==> src/rtl/frac_clk_pkg.sv <==
package frac_clk_pkg;

  // Gate decision taken by the configuration guard every cycle.
  typedef enum logic [1:0] {
    GATE_OFF     = 2'd0,  // disabled or illegal ratio
    GATE_RESTART = 2'd1,  // settings moved this cycle, clear everything
    GATE_RUN     = 2'd2   // counting
  } gate_e;

  localparam int unsigned RATE_W_DEF = 8;
  localparam int unsigned DIV_W_DEF  = 6;

endpackage

==> src/rtl/frac_cfg_guard.sv <==
module frac_cfg_guard
  import frac_clk_pkg::*;
#(
  parameter int unsigned RATE_W = RATE_W_DEF,
  parameter int unsigned DIV_W  = DIV_W_DEF
) (
  input  logic              clk,
  input  logic              rst_n,
  input  logic              enable,
  input  logic [RATE_W-1:0] x_val,
  input  logic [RATE_W-1:0] y_val,
  input  logic [DIV_W-1:0]  div_val,
  output gate_e             gate_state,
  output logic              run,
  output logic              cfg_change,
  output logic              cfg_ok
);

  localparam int unsigned SNAP_W = 1 + 2 * RATE_W + DIV_W;

  // Legal ratio: both operands non-zero and numerator not above denominator.
  function automatic logic ratio_legal(input logic [RATE_W-1:0] num,
                                       input logic [RATE_W-1:0] den);
    return (num != '0) && (den != '0) && (num <= den);
  endfunction

  logic [SNAP_W-1:0] snap_cur;
  logic [SNAP_W-1:0] snap_q;

  assign snap_cur = {enable, x_val, y_val, div_val};

  always_ff @(posedge clk or negedge rst_n) begin
    if (!rst_n) snap_q <= '0;
    else        snap_q <= snap_cur;
  end

  assign cfg_change = (snap_cur != snap_q);
  assign cfg_ok     = enable && ratio_legal(x_val, y_val);

  always_comb begin
    if (!cfg_ok)         gate_state = GATE_OFF;
    else if (cfg_change) gate_state = GATE_RESTART;
    else                 gate_state = GATE_RUN;
  end

  assign run = (gate_state == GATE_RUN);

endmodule

==> src/rtl/frac_accum.sv <==
module frac_accum #(
  parameter int unsigned RATE_W = 8
) (
  input  logic              clk,
  input  logic              rst_n,
  input  logic              run,
  input  logic [RATE_W-1:0] x_val,
  input  logic [RATE_W-1:0] y_val,
  output logic              frac_hit
);

  localparam int unsigned SUM_W = RATE_W + 1;

  function automatic logic [SUM_W-1:0] acc_sum(input logic [RATE_W-1:0] acc,
                                               input logic [RATE_W-1:0] inc);
    return {1'b0, acc} + {1'b0, inc};
  endfunction

  // Residue after an overflow: stays below the denominator.
  function automatic logic [RATE_W-1:0] acc_wrap(input logic [SUM_W-1:0] s,
                                                 input logic [RATE_W-1:0] den);
    logic [SUM_W-1:0] r;
    r = s - {1'b0, den};
    return r[RATE_W-1:0];
  endfunction

  logic [RATE_W-1:0] acc_q;
  logic [SUM_W-1:0]  sum;

  assign sum      = acc_sum(acc_q, x_val);
  assign frac_hit = run && (sum >= {1'b0, y_val});

  always_ff @(posedge clk or negedge rst_n) begin
    if (!rst_n)        acc_q <= '0;
    else if (!run)     acc_q <= '0;
    else if (frac_hit) acc_q <= acc_wrap(sum, y_val);
    else               acc_q <= sum[RATE_W-1:0];
  end

endmodule

==> src/rtl/clk_halver.sv <==
module clk_halver (
  input  logic clk,
  input  logic rst_n,
  input  logic run,
  input  logic hit,
  output logic level
);

  always_ff @(posedge clk or negedge rst_n) begin
    if (!rst_n)    level <= 1'b0;
    else if (!run) level <= 1'b0;
    else if (hit)  level <= ~level;
  end

endmodule

==> src/rtl/bit_divider.sv <==
module bit_divider #(
  parameter int unsigned DIV_W = 6
) (
  input  logic             clk,
  input  logic             rst_n,
  input  logic             run,
  input  logic             hit,
  input  logic [DIV_W-1:0] div_val,
  output logic             bit_tick,
  output logic             bit_level
);

  logic [DIV_W-1:0] edge_cnt;
  logic             at_limit;

  assign at_limit = (edge_cnt == div_val);
  assign bit_tick = run && hit && at_limit;

  always_ff @(posedge clk or negedge rst_n) begin
    if (!rst_n) begin
      edge_cnt  <= '0;
      bit_level <= 1'b0;
    end else if (!run) begin
      edge_cnt  <= '0;
      bit_level <= 1'b0;
    end else if (hit) begin
      if (at_limit) begin
        edge_cnt  <= '0;
        bit_level <= ~bit_level;
      end else begin
        edge_cnt  <= edge_cnt + 1'b1;
      end
    end
  end

endmodule

==> src/rtl/frac_mclk_gen.sv <==
module frac_mclk_gen
  import frac_clk_pkg::*;
#(
  parameter int unsigned RATE_W = RATE_W_DEF,
  parameter int unsigned DIV_W  = DIV_W_DEF
) (
  input  logic                clk,
  input  logic                rst_n,
  input  logic                enable,
  input  logic [2*RATE_W-1:0] rate_cfg,
  input  logic [DIV_W-1:0]    bit_div,
  output logic                mclk_tick,
  output logic                mclk_out,
  output logic                bclk_tick,
  output logic                bclk_out
);

  logic [RATE_W-1:0] x_val;
  logic [RATE_W-1:0] y_val;
  gate_e             gate_state;
  logic              run;
  logic              cfg_change;
  logic              cfg_ok;
  logic              frac_hit;

  assign y_val = rate_cfg[RATE_W-1:0];
  assign x_val = rate_cfg[2*RATE_W-1:RATE_W];

  frac_cfg_guard #(.RATE_W(RATE_W), .DIV_W(DIV_W)) guard_i (
    .clk(clk), .rst_n(rst_n), .enable(enable),
    .x_val(x_val), .y_val(y_val), .div_val(bit_div),
    .gate_state(gate_state), .run(run),
    .cfg_change(cfg_change), .cfg_ok(cfg_ok)
  );

  frac_accum #(.RATE_W(RATE_W)) accum_i (
    .clk(clk), .rst_n(rst_n), .run(run),
    .x_val(x_val), .y_val(y_val), .frac_hit(frac_hit)
  );

  clk_halver halver_i (
    .clk(clk), .rst_n(rst_n), .run(run), .hit(frac_hit), .level(mclk_out)
  );

  bit_divider #(.DIV_W(DIV_W)) bitdiv_i (
    .clk(clk), .rst_n(rst_n), .run(run), .hit(frac_hit),
    .div_val(bit_div), .bit_tick(bclk_tick), .bit_level(bclk_out)
  );

  assign mclk_tick = frac_hit;

endmodule

==> config.mk <==
export PLATFORM = sky130hd
export DESIGN_NAME = frac_mclk_gen
export DESIGN_NICKNAME = d
export VERILOG_FILES = /design/src/rtl/frac_clk_pkg.sv /design/src/rtl/frac_cfg_guard.sv /design/src/rtl/frac_accum.sv /design/src/rtl/clk_halver.sv /design/src/rtl/bit_divider.sv /design/src/rtl/frac_mclk_gen.sv
export SDC_FILE = /design/constraint.sdc
export NUM_CORES = 1
export LEC_CHECK = 0
export ABC_AREA = 1
export BUFFER_PORTS_ARGS = -buffer_cell sky130_fd_sc_hd__buf_2
export CORE_MARGIN = 2
export CORE_UTILIZATION = 54
export CTS_BUF_LIST = sky130_fd_sc_hd__clkbuf_16
export CTS_CLUSTER_SIZE = 40
export DETAILED_ROUTE_END_ITERATION = 12
export HOLD_SLACK_MARGIN = 0.08
export PLACE_DENSITY = 0.77
export SETUP_SLACK_MARGIN = 0.2
export SKIP_CTS_REPAIR_TIMING = 1
export SLEW_MARGIN = 10
export SYNTH_ARGS = -nofsm -noshare
export SYNTH_HDL_FRONTEND = slang
export SYNTH_SLANG_ARGS = --single-unit
==> constraint.sdc <==
create_clock -name clk -period 2.7 [get_ports clk]
set_input_delay 0.135 -clock clk [delete_from_list [all_inputs] [get_ports clk]]
set_output_delay 0.135 -clock clk [all_outputs]
set_load 0.1 [all_outputs]
---- Yosys cells after proc, flatten, opt, wreduce, memory -nomap -nowiden ----
Index checks and enable logic that the tools add are counted.
word-level totals
  register bits after elaboration ......... 39
  latch bits .............................. 0
  memory bits (writable) .................. 0
  ROM bits ................................ 0
  input port bits ......................... 25
  output and inout bits ................... 4
  word-level logic and storage cells ...... 38
  memories ................................ 0
cells by class
  add/subtract/negate cells ............... 3
  multiply operators ...................... 0
  div/mod/pow operators ................... 0
  magnitude comparators ................... 2
  equality and inequality tests ........... 5
  shift-type cells ........................ 0
  mux-type cells .......................... 12
  bitwise gates (word level) .............. 2
  reduce and logical (&&, ||, !) cells .... 9
operators by type and width
  operator                                        number
  != test 23 bit                                  1
  two-way mux 6 bit                               3
  two-way mux 8 bit                               2
  nonzero test 8 bit                              2
  adder 8 x 8 -> 9 bit                            1
  greater-or-equal comparator 9 x 8 -> 1 bit      1
  <= comparator 8 bit                             1
  subtractor 8 bit                                1
  adder 6 x 1 -> 6 bit (second input constant)    1
  == test 6 bit                                   1
  logical AND 1 bit                               6
  two-way mux 1 bit                               5
  two-way mux 2 bit                               2
  != test 2 x 1 -> 1 bit (second input constant)  2
  == test 2 bit (second input constant)           1
  NOT 1 bit                                       2
  AND reduction 2 bit                             1

---- Depth between registers and ports, before layout ----
Gate-level depths: netlist of the first run.
  depth after elaboration ................. 9
  depth in mapped cells ................... 19

---- Cells and area by module ----
Synthesis of the first run repeated with hierarchy kept, for this count alone.
second synthesis, totals
  cell total of the unflattened synthesis .. 448
  area, all modules ....................... 3071.7 um^2
by module, submodules not included
  module          instances  cells each  area an instance (um^2)  sequential area each (um^2)
  frac_cfg_guard  1          180         1321.3                   575.6
  frac_accum      1          189         1222.4                   200.2
  bit_divider     1          74          488.0                    175.2
  clk_halver      1          5           40.0                     25.0

---- Worst setup path after synthesis of the first run ----
No wires, ideal clock.
  path type ............................... reg-to-reg
  start ................................... register accum_i.acc_q[0]
  end ..................................... register bitdiv_i.bit_level
  arrival time ............................ 3.423 ns
  setup slack ............................. -0.791 ns
  stages on the path, launching flop included .. 18
  cell sequence ........................... dfrtp_1 ha_1 fa_1 nand3_1 nand3_1 a31oi_1 xnor2_1 ha_1 nand2_1 nor2_1 nand2_1 a21oi_1 nor2_2 inv_1 nand3_4 nor2_2 nand2_1 nand2_1
on the way
  word-level cells in the longest chain between the ends .. 5
RTL lines
  what                                        RTL line           text
  from (decl)                                 frac_accum.sv:27   logic [RATE_W-1:0] acc_q;
  from (signal assigned)                      frac_accum.sv:36   else if (frac_hit) acc_q <= acc_wrap(sum, y_val);
  from (signal assigned)                      frac_accum.sv:37   else acc_q <= sum[RATE_W-1:0];
  adder 8 x 8 -> 9 bit                        frac_accum.sv:16   return {1'b0, acc} + {1'b0, inc};
  greater-or-equal comparator 9 x 8 -> 1 bit  frac_accum.sv:31   assign frac_hit = run && (sum >= {1'b0, y_val});
  logical AND 1 bit                           frac_accum.sv:31
  != test 2 x 1 -> 1 bit (no source line)     -
  AND reduction 2 bit (no source line)        -
  to (signal assigned)                        bit_divider.sv:29  bit_level <= ~bit_level;
  to (decl)                                   bit_divider.sv:10  output logic bit_level
No other way between the ends.
A chain may end at the register's enable or synchronous reset.

---- Worst setup path in the final report of the first run ----
  start ................................... register accum_i.acc_q[0]
  end ..................................... output bclk_tick
on the way
  word-level cells in the longest chain between the ends .. 5
RTL lines
  what                                        RTL line             text
  adder 8 x 8 -> 9 bit                        frac_accum.sv:16
  greater-or-equal comparator 9 x 8 -> 1 bit  frac_accum.sv:31
  logical AND 1 bit                           frac_accum.sv:31
  logical AND 1 bit (2 in series)             bit_divider.sv:17    assign bit_tick = run && hit && at_limit;
  to (decl)                                   frac_mclk_gen.sv:14  output logic bclk_tick,
No other way between the ends.

==> results of run 1 <==
==> final cells by class <==
cell class,instances,area [um2],area share [%]
Multi-Input combinational cell,313,1882,47.12
Sequential cell,39,975.9,24.44
Timing Repair Buffer,80,606.8,15.19
Inverter,77,297.8,7.456
Clock buffer,5,125.1,3.133
Tap cell,72,90.09,2.256
Clock inverter,3,16.27,0.4073
==> metal layers <==
layer / share of wire (%) / GRT usage (%) / vias to the layer above / routed length (um)
met3: 5.2 / 4.023 / 22 / 444
met1: 41 / 33.75 / 1455 / 3509
li1: - / - / 1526 / -
met5: 0 / 0 / - / 0
met2: 50 / 49.22 / 105 / 4240
met4: 3.1 / 10.00 / 0 / 263
==> registers in the layout, summed over array words and instances (netlist names) <==
| name | flops |
|---|---|
| accum_i.acc_q | 8 |
| bitdiv_i.bit_level | 1 |
| bitdiv_i.edge_cnt | 6 |
| guard_i.snap_q | 23 |
| halver_i.level | 1 |
==> cells in the final DEF, fill, tap and decap left out, drive strengths merged <==
cell type,synthesis,routed
buf,0,63
clkbuf,0,5
nor4,1,1
nand3,25,25
or2,2,2
nand4,11,11
clkinv,1,1
xnor2,5,5
ha,25,25
dfrtp,39,39
a21oi,15,15
clkinvlp,0,2
a21o,1,1
nand2,129,129
dlygate4sd3,0,17
o211ai,1,1
nor2,59,59
o31ai,1,1
inv,76,77
fa,2,2
o21ai,14,14
o21a,1,1
a31oi,2,2
xor2,11,11
a21boi,1,1
nor3,4,4
nand3b,1,1
o21bai,2,2
==> cell families (layout without fill, tap and decap cells) <==
| group | Yosys count | in the layout | share of synthesized area (%) |
|---|---|---|---|
| AO/OA/AOI/OAI | 38 | 38 | 7.053 |
| XOR/XNOR | 16 | 16 | 4.702 |
| adder cells (fa/ha/maj) | 27 | 27 | 11.84 |
| buffers and inverters | 77 | 165 | 9.782 |
| flip-flops | 39 | 39 | 32.75 |
| AND/OR/NAND/NOR | 232 | 232 | 33.88 |
==> worst max-delay path: cells and delay by family, from the launching register on <==
family	cells	cell delay (ps)
flip-flops	1	400
AND/OR/NAND/NOR	8	770
buffers and inverters	3	360
XOR/XNOR	1	90
AO/OA/AOI/OAI	2	330
adder cells (fa/ha/maj)	3	930
==> power groups by stage <==
stage	logic, W	clock network, W	registers (W)
floorplan	0.000189	0	0.000620
finish	0.000379	0.000580	0.000612
detailed placement	0.000332	0	0.000622
CTS	0.000336	0.000585	0.000611
global route	0.000424	0.000604	0.000614
global placement	0.000321	0	0.000621
==> stage by stage <==
stage	worst slack [ps]	instance area [um2]	utilization, %	total power (W)	hold slack, ps
4_1_cts	-662.4	3641	67.36	0.001532	-18.48
2_1_floorplan	-370.4	2999	-	0.0008094	-160.6
5_1_grt	-739.8	3994	73.89	0.001641	125.7
6_report	-606.7	3994	73.89	0.001571	113.7
3_3_place_gp	-204.5	3500	64.75	0.0009418	269.8
3_5_place_dp	-330.0	3500	64.75	0.0009542	273.1
==> Yosys cell counts (all sizes together) <==
library cell	instances	share of area (%)
nand3b	1	0.25
nor4	1	0.21
xor2	11	3.2
nor2	59	8.3
xnor2	5	1.5
o21bai	2	0.50
nand4	11	2.3
o21ai	14	2.4
a21oi	15	2.5
fa	2	1.3
a21boi	1	0.25
clkinv	1	0.13
a21o	1	0.25
o211ai	1	0.25
ha	25	10
nand3	25	5.4
nand2	129	16
inv	76	9.7
dfrtp	39	33
nor3	4	0.67
o31ai	1	0.25
o21a	1	0.25
a31oi	2	0.42
or2	2	0.42
==> path summary, 6_finish.rpt <==
path / cells after the start / slack, ps / endpoint / startpoint
setup / recovery: 17 / -610 / bclk_tick / accum_i.acc_q[0]
hold / removal: 2 / 110 / guard_i.snap_q[20] / rate_cfg[14]
setup reg to reg: 17 / -300 / accum_i.acc_q[2] / accum_i.acc_q[0]
hold reg to reg: 1 / 490 / halver_i.level / halver_i.level
max in group asynchronous: 2 / 1610 / guard_i.snap_q[19] / rst_n
min in group asynchronous: 2 / 510 / guard_i.snap_q[12] / rst_n
==> impl_metrics.json, run 1 <==
{
  "power_frac_seq_pct": 38.9,
  "netSwitchingFraction_pct": 29.94,
  "cpPeakStageDelay_ps": 410,
  "post_drt_wl_per_cell_um": 14.36,
  "gp_routability_congestion": 0.9043,
  "drt_iter0_drc": 220,
  "path_clk_slew_ps": 60,
  "period_needed_ps": 3307,
  "antenna_found_initial": 0,
  "cts_max_level": 2,
  "hold_viol": 0,
  "crit_path_end_kind": "primary output",
  "synthCells": 429,
  "arrival_ps": 3170,
  "fp.dieArea_um2": 6129,
  "intPower_w": 0.001101,
  "synth.avg_cell_area_um2": 6.947,
  "tns_ps": -5237,
  "gr-total-overflow": 0,
  "cts_tree": "built",
  "ys_types": 32,
  "grt_first_pass_wirelength_mm": 13.09,
  "drive_above_1_share_pct": 22.24,
  "die_h_um": 78.29,
  "worst_path_max_delay_cell": "fa_2",
  "crit_type": "reg2out",
  "tightest_slew_ps": 909.5,
  "root_buffer": "clkbuf_16",
  "syn_area_um2": 2980,
  "track_usage_pct": 27.56,
  "hold_path_class": "in2reg",
  "ys_warn_count": 0,
  "fmax_mhz": 302.4,
  "ant_nets": 0,
  "violations": "setup timing",
  "maxCapViolCount": 0,
  "pwr-share-clk_pct": 36.9,
  "core_um2": 5405,
  "post-route-period-util_pct": 122.5,
  "power_frac_comb_pct": 24.1,
  "finalNetCount": 568,
  "die_w_um": 78.29,
  "clockBufferDepth": 2,
  "start_util_pct": 55.14,
  "worstPathCellList": "ha_4 -> fa_2 -> nand3_2 -> nand3_4 -> a31oi_4 -> xnor2_2 -> ha_1 -> nand2_2 -> nor2_1 -> nand2_1 -> a21oi_2 -> nor2_2 -> buf_4 -> inv_4 -> nand3_4 -> nor2_4 -> buf_12",
  "startpoint_type": "register",
  "rows": 27,
  "cp_max_fo": 8,
  "setup_viol": 18,
  "fillers": 412,
  "ioPinCount": 29,
  "vias": 3108,
  "path_common_cell": "nand3_4",
  "dp_hpwl_mm": 6.228,
  "routed_wl_mm": 8.458,
  "rsz0062_at_grt": "yes",
  "grt_max_degree": 40,
  "max_slew_margin_pct": 39.37,
  "yosysSeqAreaShare_pct": 32.75,
  "syn-num-nets": 481,
  "vias_per_cell": 5.277,
  "switching_power_w": 0.0004705,
  "setup_ws_ps": -606.7,
  "status": "complete, but fails checks",
  "grt_pass1_vias": 2882,
  "p_leak_nw": 2.181,
  "io_buffer_count": 28,
  "num_antenna_cells": 0,
  "power_density_nw_per_um2": 393.4,
  "required_ps": 2570,
  "cts_made_buffers": 5,
  "ir_worst_vdd_uv": 264.3,
  "final.setup_skew_ps": 3.103,
  "finalMaxSlewViolations": 0,
  "area_growth_syn_to_layout_pct": 34.01,
  "cts.sinks": 39,
  "drc": 0,
  "drt_pass1_iterations": 5,
  "clk_latency_ps": 290,
  "synth_seq_cells": 39,
  "dp_cells": 561,
  "instances_no_fill": 589
}
(Power assumes the default switching activity.)
==> run 2, diff against run 1 <==
--- a/config.mk
+++ b/config.mk
@@ -15,7 +15,6 @@
 export HOLD_SLACK_MARGIN = 0.08
 export PLACE_DENSITY = 0.77
 export SETUP_SLACK_MARGIN = 0.2
-export SKIP_CTS_REPAIR_TIMING = 1
 export SLEW_MARGIN = 10
 export SYNTH_ARGS = -nofsm -noshare
 export SYNTH_HDL_FRONTEND = slang
==> impl_metrics.json, run 2 (synthesized netlist as in run 1, its figures left out) <==
{
  "finalMaxSlewViolations": 0,
  "final_cell_mix": "nand2_1 (120), inv_1 (65), nor2_1 (48), dfrtp_1 (39), buf_4 (37)",
  "hold_path_class": "in2reg",
  "post_drt_wl_per_cell_um": 15.17,
  "root_buffer": "clkbuf_16",
  "dp_cells": 561,
  "largest_register": "guard_i.snap_q",
  "track_usage_pct": 29.15,
  "instances_no_fill": 596,
  "seq_area_um2": 975.9,
  "rsz0062_at_grt": "yes",
  "cts_made_buffers": 5,
  "p_leak_nw": 2.263,
  "antenna_found_initial": 0,
  "clk_latency_ps": 290,
  "required_ps": 2570,
  "cpLargestDelayFamily": "adder cells",
  "clockBufferDepth": 2,
  "rows": 27,
  "area_growth_syn_to_layout_pct": 39.67,
  "hold_viol": 0,
  "ir_worst_vdd_uv": 262.3,
  "tns_ps": -5564,
  "die_w_um": 78.29,
  "top_regs": "guard_i.snap_q x23, accum_i.acc_q x8, bitdiv_i.edge_cnt x6",
  "routed_wl_mm": 9.039,
  "grt_pass1_vias": 3027,
  "worst_path_max_delay_cell": "dfrtp_1",
  "drc": 0,
  "tightest_slew_ps": 931.0,
  "cpPeakStageDelay_ps": 400,
  "multi_input_area_um2": 1984,
  "final.setup_skew_ps": 3.241,
  "ioPinCount": 29,
  "die_h_um": 78.29,
  "cp_max_fo": 8,
  "status": "complete, but fails checks",
  "arrival_ps": 3180,
  "start_util_pct": 55.14,
  "fillers": 366,
  "num_antenna_cells": 0,
  "fmax_mhz": 301.7,
  "dp_hpwl_mm": 6.228,
  "crit_type": "reg2out",
  "setup_viol": 18,
  "ant_nets": 0,
  "crit_buf_inv": 3,
  "power_density_nw_per_um2": 388.8,
  "design_area_um2": 4163,
  "cts_max_level": 2,
  "crit_path_end_kind": "primary output",
  "drt_pass1_iterations": 4,
  "violations": "setup timing",
  "startpoint_type": "register",
  "core_um2": 5405,
  "cts_tree": "built",
  "finalNetCount": 575,
  "largest_register_ffs": 23,
  "fp.dieArea_um2": 6129,
  "drive_above_1_share_pct": 26.53,
  "post-route-period-util_pct": 122.8,
  "final_common_cell": "nand2_1",
  "maxCapViolCount": 0,
  "drt_iter0_drc": 184,
  "max_slew_margin_pct": 37.94,
  "dpl_cell_area_um2": 3500,
  "vias": 3135,
  "period_needed_ps": 3314,
  "grt_max_degree": 40,
  "cts.sinks": 39,
  "io_buffer_count": 28,
  "gr-total-overflow": 0,
  "gp_routability_congestion": 0.9043,
  "setup_ws_ps": -614.4,
  "grt_first_pass_wirelength_mm": 13.83,
  "worstPathCellList": "ha_4 -> fa_2 -> nand3_2 -> nand3_4 -> a31oi_4 -> xnor2_2 -> ha_4 -> nand2_4 -> nor2_4 -> nand2_2 -> a21oi_2 -> nor2_2 -> buf_4 -> inv_4 -> nand3_4 -> nor2_4 -> buf_12",
  "vias_per_cell": 5.260,
  "path_clk_slew_ps": 60
}
## run 2: cell types whose count changed in the layout (fill, tap and decap cells not counted), sizes merged
cell / previous run / this run
inv: 77 / 78
clkinvlp: 2 / 1
buf: 63 / 70
## run 2: repair_timing
action | CTS | global route
hold buffers | 17 | 0
setup endpoints to repair | 18 | 18
setup buffers | 6 | 4
pin swaps | 5 | 16
endpoints found under the hold margin | 55 | 0
gates resized for setup | 21 | 35
## run 2: cell type report
| type | instances | share of cell area (%) |
|---|---|---|
| timing repair buffer | 87 | 16.20 |
| clock inverter | 3 | 0.3907 |
| multi-input combinational | 313 | 47.67 |
| clock buffer | 5 | 3.006 |
| sequential | 39 | 23.44 |
| tap | 72 | 2.164 |
| inverter | 77 | 7.124 |
## run 2: metal layers
layer  routed length [um]  global-route usage (%)
met1                 3688                   35.28
met2                 4565                   52.16
met3                  382                   4.368
met4                  402                   11.23
met5                    0                       0
## run 2: worst paths after layout
check / from / end / slack [ps] / depth (start not counted)
worst max-delay path: accum_i.acc_q[0] / bclk_tick / -610 / 17
worst min-delay path: rate_cfg[13] / guard_i.snap_q[19] / 120 / 2
worst max register to register: accum_i.acc_q[0] / accum_i.acc_q[6] / -430 / 20
worst min register to register: halver_i.level / halver_i.level / 500 / 1
max in group asynchronous: rst_n / bitdiv_i.bit_level / 1590 / 2
min in group asynchronous: rst_n / guard_i.snap_q[11] / 510 / 2
## run 2: stage by stage
step                       power, W  hold slack, ps  util (%)  setup slack (ps)
final                      0.001618           115.2     77.01            -614.4
after global placement    0.0009418           269.8     64.75            -204.5
after floorplan           0.0008094          -160.6         -            -370.4
after global routing       0.001685           125.5     77.01            -724.0
after detailed placement  0.0009542           273.1     64.75            -330.0
after CTS                  0.001567           107.3     72.99            -555.3
## run 2: report_power, final
part,switching [W],leakage [nW],internal (W),total (W)
registers,0.00000972,0.492,0.000602,0.000612
clock network,0.000248,0.0710,0.000337,0.000585
logic,0.000241,1.70,0.000180,0.000421
